File: config.mk
export PLATFORM = sky130hd
export DESIGN_NAME = lw_sram
export DESIGN_NICKNAME = d
export VERILOG_FILES = /design/src/rtl/lw_pkg.sv /design/src/rtl/lw_cmd_ctl.sv /design/src/rtl/lw_op_pipe.sv /design/src/rtl/lw_store.sv /design/src/rtl/lw_sram.sv
export SDC_FILE = /design/constraint.sdc
export NUM_CORES = 2
export LEC_CHECK = 0
export ABC_AREA = 1
export CAP_MARGIN = 20
export CORE_AREA = 8 8 378 380
export CTS_CLUSTER_DIAMETER = 120
export CTS_CLUSTER_SIZE = 8
export DETAILED_ROUTE_END_ITERATION = 8
export DIE_AREA = 0 0 386 388
export GPL_TIMING_DRIVEN = 0
export PLACE_DENSITY = 0.54
export SYNTH_ARGS = -nofsm -noshare
export SYNTH_HDL_FRONTEND = slang
export SYNTH_SLANG_ARGS = --single-unit
File: constraint.sdc
create_clock -name clk -period 4 [get_ports clk]
set_input_delay 1 -clock clk [delete_from_list [all_inputs] [get_ports clk]]
set_output_delay 1 -clock clk [all_outputs]
set_load 0.005 [all_outputs]
File: src/rtl/lw_pkg.sv
package lw_pkg;

  typedef enum logic [1:0] {
    OP_NONE = 2'd0,
    OP_RD   = 2'd1,
    OP_WR   = 2'd2
  } op_e;

  // low two address bits of a burst beat
  function automatic logic [1:0] burst_lo(input logic [1:0] start,
                                          input logic [1:0] step,
                                          input logic       ilv);
    return ilv ? (start ^ step) : 2'(start + step);
  endfunction

endpackage

File: src/rtl/lw_cmd_ctl.sv
module lw_cmd_ctl
  import lw_pkg::*;
#(
  parameter int ADDR_W = 6,
  parameter int LANES  = 2
) (
  input  logic              clk,
  input  logic              rst_n,
  input  logic              cke_n,
  input  logic              adv_ld,
  input  logic              rd_wr_n,
  input  logic              cs_ok,
  input  logic              burst_ilv,
  input  logic [ADDR_W-1:0] addr,
  input  logic [LANES-1:0]  be_n,
  output op_e               cmd_op,
  output logic [ADDR_W-1:0] cmd_addr,
  output logic [LANES-1:0]  cmd_be
);

  localparam int HI_LSB = 2;

  logic              act_q, act_d;
  op_e               kind_q, kind_d;
  logic [ADDR_W-1:0] base_q, base_d;
  logic [1:0]        cnt_q, cnt_d;

  assign cmd_be = ~be_n;

  always_comb begin
    act_d    = act_q;
    kind_d   = kind_q;
    base_d   = base_q;
    cnt_d    = cnt_q;
    cmd_op   = OP_NONE;
    cmd_addr = base_q;
    if (!adv_ld) begin
      if (cs_ok) begin
        act_d    = 1'b1;
        kind_d   = rd_wr_n ? OP_RD : OP_WR;
        base_d   = addr;
        cnt_d    = 2'd0;
        cmd_op   = kind_d;
        cmd_addr = addr;
      end else begin
        act_d = 1'b0;
      end
    end else if (act_q) begin
      cnt_d    = 2'(cnt_q + 2'd1);
      cmd_op   = kind_q;
      cmd_addr = {base_q[ADDR_W-1:HI_LSB], burst_lo(base_q[1:0], cnt_d, burst_ilv)};
    end
  end

  always_ff @(posedge clk or negedge rst_n) begin
    if (!rst_n) begin
      act_q  <= 1'b0;
      kind_q <= OP_NONE;
      base_q <= '0;
      cnt_q  <= 2'd0;
    end else if (!cke_n) begin
      act_q  <= act_d;
      kind_q <= kind_d;
      base_q <= base_d;
      cnt_q  <= cnt_d;
    end
  end

  // advance keeps base and operation type of the load
  a_r5_burst_keeps_base: assert property (@(posedge clk) disable iff (!rst_n)
    (!cke_n && adv_ld && act_q) |=> (act_q && $stable(base_q) && $stable(kind_q)));

  // unselected load leaves the burst idle
  a_r4_deselect_idle: assert property (@(posedge clk) disable iff (!rst_n)
    (!cke_n && !adv_ld && !cs_ok) |=> !act_q);

endmodule

File: src/rtl/lw_op_pipe.sv
module lw_op_pipe
  import lw_pkg::*;
#(
  parameter int ADDR_W = 6,
  parameter int LANES  = 2
) (
  input  logic              clk,
  input  logic              rst_n,
  input  logic              cke_n,
  input  logic              pipe_mode,
  input  op_e               cmd_op,
  input  logic [ADDR_W-1:0] cmd_addr,
  input  logic [LANES-1:0]  cmd_be,
  output op_e               due_op,
  output logic [ADDR_W-1:0] due_addr,
  output logic [LANES-1:0]  due_be
);

  op_e               s1_op, s2_op;
  logic [ADDR_W-1:0] s1_addr, s2_addr;
  logic [LANES-1:0]  s1_be, s2_be;

  always_ff @(posedge clk or negedge rst_n) begin
    if (!rst_n) begin
      s1_op   <= OP_NONE;
      s2_op   <= OP_NONE;
      s1_addr <= '0;
      s2_addr <= '0;
      s1_be   <= '0;
      s2_be   <= '0;
    end else if (!cke_n) begin
      s1_op   <= cmd_op;
      s1_addr <= cmd_addr;
      s1_be   <= cmd_be;
      s2_op   <= s1_op;
      s2_addr <= s1_addr;
      s2_be   <= s1_be;
    end
  end

  always_comb begin
    if (pipe_mode) begin
      due_op   = s2_op;
      due_addr = s2_addr;
      due_be   = s2_be;
    end else begin
      due_op   = s1_op;
      due_addr = s1_addr;
      due_be   = s1_be;
    end
  end

  // a masked clock freezes every slot
  a_r7_slots_hold: assert property (@(posedge clk) disable iff (!rst_n)
    cke_n |=> ($stable(s1_op) && $stable(s2_op) && $stable(s1_addr) && $stable(s2_addr)));

  // second slot is the first slot one enabled edge later
  a_r1_slot_shift: assert property (@(posedge clk) disable iff (!rst_n)
    !cke_n |=> (s2_op == $past(s1_op) && s2_addr == $past(s1_addr)));

endmodule

File: src/rtl/lw_store.sv
module lw_store
  import lw_pkg::*;
#(
  parameter int ADDR_W = 6,
  parameter int LANE_W = 9,
  parameter int LANES  = 2
) (
  input  logic                    clk,
  input  logic                    rst_n,
  input  logic                    cke_n,
  input  op_e                     due_op,
  input  logic [ADDR_W-1:0]       due_addr,
  input  logic [LANES-1:0]        due_be,
  input  logic [LANE_W*LANES-1:0] din,
  output logic [LANE_W*LANES-1:0] rd_data,
  output logic                    rd_drive
);

  localparam int DEPTH  = 1 << ADDR_W;
  localparam int DATA_W = LANE_W * LANES;

  logic              wb_vld, wb_vld_d;
  logic [ADDR_W-1:0] wb_addr, wb_addr_d;
  logic [LANES-1:0]  wb_be, wb_be_d;
  logic [DATA_W-1:0] wb_data, wb_data_d;
  logic [DATA_W-1:0] rd_q, rd_d;
  logic              drv_q, drv_d;
  logic [DATA_W-1:0] fwd;
  logic              commit;

  assign commit = !cke_n && (due_op == OP_WR) && wb_vld;

  for (genvar g = 0; g < LANES; g++) begin : gen_lane
    logic [LANE_W-1:0] mem [DEPTH];

    always_ff @(posedge clk) begin
      if (commit && wb_be[g]) mem[wb_addr] <= wb_data[g*LANE_W +: LANE_W];
    end

    assign fwd[g*LANE_W +: LANE_W] =
      (wb_vld && wb_be[g] && (wb_addr == due_addr)) ? wb_data[g*LANE_W +: LANE_W]
                                                    : mem[due_addr];
  end

  always_comb begin
    wb_vld_d  = wb_vld;
    wb_addr_d = wb_addr;
    wb_be_d   = wb_be;
    wb_data_d = wb_data;
    rd_d      = rd_q;
    drv_d     = 1'b0;
    unique case (due_op)
      OP_WR: begin
        wb_vld_d  = 1'b1;
        wb_addr_d = due_addr;
        wb_be_d   = due_be;
        wb_data_d = din;
      end
      OP_RD: begin
        rd_d  = fwd;
        drv_d = 1'b1;
      end
      default: ;
    endcase
  end

  always_ff @(posedge clk or negedge rst_n) begin
    if (!rst_n) begin
      wb_vld  <= 1'b0;
      wb_addr <= '0;
      wb_be   <= '0;
      wb_data <= '0;
      rd_q    <= '0;
      drv_q   <= 1'b0;
    end else if (!cke_n) begin
      wb_vld  <= wb_vld_d;
      wb_addr <= wb_addr_d;
      wb_be   <= wb_be_d;
      wb_data <= wb_data_d;
      rd_q    <= rd_d;
      drv_q   <= drv_d;
    end
  end

  assign rd_data  = rd_q;
  assign rd_drive = drv_q;

  // a write-data slot never drives
  a_r8_write_slot_quiet: assert property (@(posedge clk) disable iff (!rst_n)
    (!cke_n && due_op == OP_WR) |=> !drv_q);

  // captured write data sits in the buffer for forwarding
  a_r9_wbuf_loaded: assert property (@(posedge clk) disable iff (!rst_n)
    (!cke_n && due_op == OP_WR) |=> (wb_vld && wb_addr == $past(due_addr)));

  // outputs hold while the clock is masked
  a_r7_out_hold: assert property (@(posedge clk) disable iff (!rst_n)
    cke_n |=> ($stable(rd_q) && $stable(drv_q)));

endmodule

File: src/rtl/lw_sram.sv
module lw_sram
  import lw_pkg::*;
#(
  parameter int ADDR_W = 6,
  parameter int LANE_W = 9,
  parameter int LANES  = 2,
  localparam int DATA_W = LANE_W * LANES
) (
  input  logic              clk,
  input  logic              rst_n,
  input  logic              cke_n,
  input  logic              cs_a_n,
  input  logic              cs_b,
  input  logic              cs_c_n,
  input  logic              adv_ld,
  input  logic              rd_wr_n,
  input  logic [LANES-1:0]  lane_wr_n,
  input  logic              burst_ilv,
  input  logic              pipe_mode,
  input  logic              oe_n,
  input  logic [ADDR_W-1:0] addr,
  input  logic [DATA_W-1:0] din,
  output logic [DATA_W-1:0] dout,
  output logic              dout_en
);

  logic              cs_ok;
  op_e               cmd_op, due_op;
  logic [ADDR_W-1:0] cmd_addr, due_addr;
  logic [LANES-1:0]  cmd_be, due_be;
  logic              rd_drive;

  assign cs_ok = !cs_a_n && cs_b && !cs_c_n;

  lw_cmd_ctl #(.ADDR_W(ADDR_W), .LANES(LANES)) u_ctl (
    .clk       (clk),
    .rst_n     (rst_n),
    .cke_n     (cke_n),
    .adv_ld    (adv_ld),
    .rd_wr_n   (rd_wr_n),
    .cs_ok     (cs_ok),
    .burst_ilv (burst_ilv),
    .addr      (addr),
    .be_n      (lane_wr_n),
    .cmd_op    (cmd_op),
    .cmd_addr  (cmd_addr),
    .cmd_be    (cmd_be)
  );

  lw_op_pipe #(.ADDR_W(ADDR_W), .LANES(LANES)) u_pipe (
    .clk       (clk),
    .rst_n     (rst_n),
    .cke_n     (cke_n),
    .pipe_mode (pipe_mode),
    .cmd_op    (cmd_op),
    .cmd_addr  (cmd_addr),
    .cmd_be    (cmd_be),
    .due_op    (due_op),
    .due_addr  (due_addr),
    .due_be    (due_be)
  );

  lw_store #(.ADDR_W(ADDR_W), .LANE_W(LANE_W), .LANES(LANES)) u_store (
    .clk      (clk),
    .rst_n    (rst_n),
    .cke_n    (cke_n),
    .due_op   (due_op),
    .due_addr (due_addr),
    .due_be   (due_be),
    .din      (din),
    .rd_data  (dout),
    .rd_drive (rd_drive)
  );

  assign dout_en = rd_drive && !oe_n;

  // nothing drives in the first cycle after reset release
  a_r11_quiet_after_reset: assert property (@(posedge clk) disable iff (!rst_n)
    $rose(rst_n) |-> !rd_drive);

endmodule

==> results.yml <==
outcome:
  outcome: "complete, no violations"
floorplanning:
  rows: 136
  io_pins: 56
  fp.coreArea_um2: 137000
  starting_density_of_the_core_pct: 39.7
  die-width_um: 386
  design.die.area_um2: 150000
  die_h_um: 388
route:
  route.final.wire_length_um: 212000
  first_pass_iters: 8
  routedWlPerCell_um: 27.9
  number_of_vias_in_the_routed_layout: 41300
  drt.antenna.violating_nets: 0
  drcViolationCount: 0
  drt_iter0_drc: 5786
  post_drt_via_cell_ratio: 5.44
timing:
  timing.final.crit_share_pct: 99.7
  worst_slew_pin_slew_ps: 1330
  fin_skew_ps: 28.1
  rsz0062_at_grt: "true"
  worst_hold_slack_ps: 112
  final_hold_viol_count: 0
  setup_viol: 0
  max_freq_mhz: 251
  relSlewSlack_pct: 11.2
  finalWorstPathRequiredPeriod_ps: 3990
  finalMaxSlewViolations: 0
global_route:
  track_usage_pct: 27.7
  grt_start_max_net_pins: 66
  first_pass_grt_wire_length_um: 291000
  antenna_found_initial: 6
  global_route.overflow_total: 0
  via_count_of_the_first_global_routing_pass: 38200
place:
  place.gp.congestion: 1.02
  portBuffers: 54
  hpwlAfterDp_um: 149000
  dpl.cell_count: 7351
clocking:
  tritoncts_clock_tree: "built"
  clock_sinks: 1229
  clock_latency_ps: 820
  post_cts_setup_repair_buffer_count: 0
  cts_max_path_buffers: 3
  numCtsBuffers: 171
  htreeDepth: 4
  clock-root-buffer: "sky130_fd_sc_hd__clkbuf_16"
  path_clk_slew_ps: 50
worst_setup_path:
  path_max_fanout: 10
  timing.critical_path.from_type: "input port"
  cp.required_ps: 4680
  rrSetupSlack_ps: 40
  critical_path_class: "in2reg"
  cp-end-kind: "flop"
  critical_path_arrival_ps: 4670
  worst_r2r_path_depth: 12
yosys:
  dominant_combinational_cell_family_by_area_after_synthesis: "simple AND/OR/NAND/NOR gates"
  synth_flop_cell: "sky130_fd_sc_hd__edfxtp_1"
  synth.top_cells.by_area: "sky130_fd_sc_hd__edfxtp_1 64%, sky130_fd_sc_hd__nand3_1 11%, sky130_fd_sc_hd__nand2_1 10%"
  post_synth_fa_ha_maj_area_fraction_pct: 0.0231
  asyncSetResetFlopFracSynth_pct: 6.27
  synth_warnings: 0
  synth.ff_latch_count: 1229
  yosys.cell_count.top_type: "sky130_fd_sc_hd__nand2_1"
  synthDominantAreaCellType: "sky130_fd_sc_hd__edfxtp_1"
  ys_types: 37
  synth_largest_type_area_fraction_pct: 63.8
  synth_enable_flop_cells: 1152
  yosys-top-cells-count: "1458 x sky130_fd_sc_hd__nand2_1, 1155 x sky130_fd_sc_hd__nand3_1, 1152 x sky130_fd_sc_hd__edfxtp_1"
  synth_compound_gate_area_share_pct: 0.826
  synth_nets: 5415
  syn_area_per_cell_um2: 10.1
  yosys.area_share.simple_pct: 22.1
  gate_count_after_technology_mapping: 5377
  share_of_the_yosys_chip_area_belonging_to_registers_pct: 67.4
  post_synth_mux_area_share_pct: 0
  synthesis.area_um2: 54200
  post_synth_xor_area_fraction_pct: 0.111
layout:
  num-nets-final: 5778
  final_cell_count_no_fill: 7598
  layout-area-overhead-vs-synth_pct: 17.1
  layout-drive-gt1-share_pct: 9.77
worst_hold_path:
  hp-class: "in2async"
pwr:
  pwr_density_cell_nw_per_um2: 621
  peak_vdd_ir_mv: 0.628
  static-leakage-power_nw: 26.8
flow_run:
  drv_cap: 0
## area by class of cell
class / count / area [µm²]
diodes: 1 / 2.50
plain buffers: 285 / 1460
clock buffers: 223 / 4540
clock inverters: 13 / 180
fillers: 12800 / 73100
inverters: 997 / 3740
multi-input cells: 2866 / 12600
flip-flops and latches: 1229 / 36600
well taps: 1794 / 2240
repair buffers: 190 / 2190
## layout by cell type, fill, tap and decap left out, types with 2 or more instances in the layout
cell type,count
sky130_fd_sc_hd__nand2_1,1457
sky130_fd_sc_hd__nand3_1,1155
sky130_fd_sc_hd__edfxtp_1,1152
sky130_fd_sc_hd__inv_1,991
sky130_fd_sc_hd__clkbuf_16,174
sky130_fd_sc_hd__buf_2,134
sky130_fd_sc_hd__clkbuf_1,127
sky130_fd_sc_hd__nor2_1,111
sky130_fd_sc_hd__buf_4,76
sky130_fd_sc_hd__dfrtp_1,59
sky130_fd_sc_hd__buf_6,55
sky130_fd_sc_hd__clkdlybuf4s50_1,53
sky130_fd_sc_hd__o21ai_0,50
sky130_fd_sc_hd__buf_1,31
sky130_fd_sc_hd__nor2_2,26
sky130_fd_sc_hd__buf_8,21
sky130_fd_sc_hd__nor3_1,15
sky130_fd_sc_hd__buf_12,13
sky130_fd_sc_hd__dfrtp_2,13
sky130_fd_sc_hd__buf_16,8
sky130_fd_sc_hd__o221ai_1,7
sky130_fd_sc_hd__a21oi_1,5
sky130_fd_sc_hd__clkinv_8,5
sky130_fd_sc_hd__dfrtp_4,5
sky130_fd_sc_hd__inv_2,4
sky130_fd_sc_hd__o21ai_1,4
sky130_fd_sc_hd__nand2_2,4
sky130_fd_sc_hd__o211ai_1,4
sky130_fd_sc_hd__xor2_1,4
sky130_fd_sc_hd__nand2_4,4
sky130_fd_sc_hd__inv_6,4
sky130_fd_sc_hd__nor3_2,3
sky130_fd_sc_hd__or2_2,3
sky130_fd_sc_hd__inv_16,3
sky130_fd_sc_hd__clkbuf_4,3
sky130_fd_sc_hd__clkinv_1,2
sky130_fd_sc_hd__o21ai_4,2
sky130_fd_sc_hd__nand3_2,2
sky130_fd_sc_hd__a31oi_1,2
## critical path: stages
cell and delay (ps):
sky130_fd_sc_hd__buf_4 150, sky130_fd_sc_hd__inv_2 160, sky130_fd_sc_hd__nand2_4 250, sky130_fd_sc_hd__nand2_4 390, sky130_fd_sc_hd__buf_2 580, sky130_fd_sc_hd__buf_2 510
sky130_fd_sc_hd__nand2_1 230, sky130_fd_sc_hd__nand3_1 120, sky130_fd_sc_hd__nand3_1 260, sky130_fd_sc_hd__nand3_1 190, sky130_fd_sc_hd__nand3_1 80, sky130_fd_sc_hd__nand3_1 270
sky130_fd_sc_hd__nand3_1 210, sky130_fd_sc_hd__nand2_1 140, sky130_fd_sc_hd__nand2_1 60
## final timing paths
check | from | to
worst max-delay path | pipe_mode | u_store.rd_data[16]
worst min-delay path | rst_n | u_store.wb_data[14]
worst max register to register | u_pipe.s1_addr[2] | u_store.rd_data[8]
worst min register to register | u_pipe.s2_addr[3] | u_pipe.s2_addr[3]
max in group asynchronous | rst_n | u_store.rd_data[1]
min in group clk | u_pipe.s2_addr[3] | u_pipe.s2_addr[3]
## flip-flops by register name, summed over array words and instances, names as in the netlist
signal / flops
u_store.wb_vld: 1
u_ctl.base_q: 6
u_store.rd_drive: 1
u_ctl.act_q: 1
u_pipe.s1_be: 2
u_pipe.s2_addr: 6
u_store.wb_addr: 6
u_store.rd_data: 18
u_pipe.s1_addr: 6
u_pipe.s2_op: 2
u_pipe.s1_op: 2
u_pipe.s2_be: 2
u_ctl.kind_q: 2
u_store.wb_be: 2
u_store.wb_data: 18
u_ctl.cnt_q: 2
u_store.gen_lane.mem: 1152
## layer usage
| metal | up-vias | track usage, % | part of all wire, % |
|---|---|---|---|
| met3 | 535 | 6.59 | 11 |
| met1 | 20100 | 36.5 | 39 |
| met4 | 4 | 13.7 | 5.7 |
| li1 | 18200 | - | - |
| met2 | 2474 | 42.6 | 44 |
| met5 | - | 0.325 | 0.041 |
## report_power, final
part	switching (mW)	total (mW)	leakage [nW]	internal, mW
sequential	0.832	16.9	11.4	16.1
clock	5.49	13.3	2.29	7.82
combinational	6.97	9.17	13.1	2.20
## per-stage QoR
stage	setup TNS (ps)	power (mW)	worst slack (ps)	instance area (µm²)	utilization [%]
4_1_cts	0	39.2	72.4	63400	46.4
2_1_floorplan	0	20.9	1050	54200	-
6_report	0	39.4	11.3	63500	46.5
5_1_grt	-44.3	40.3	-10.4	63500	46.5
3_5_place_dp	-535640	26.0	-768	58700	42.9
3_3_place_gp	-980710	25.6	-1180	57000	41.7
## kinds of logic after synthesis
group           count (synthesis)
flops                        1229
simple gates                 2783
xor+xnor                        6
fa+ha+maj                       1
buf+inv                      1282
compound gates                 76
## what timing repair did
action | 4_1_cts | 5_1_grt
endpoints found under the setup margin | 0 | 26
gates resized for setup | 0 | 5
hold buffers | 0 | 0
Power figures use the tool's default switching activity.
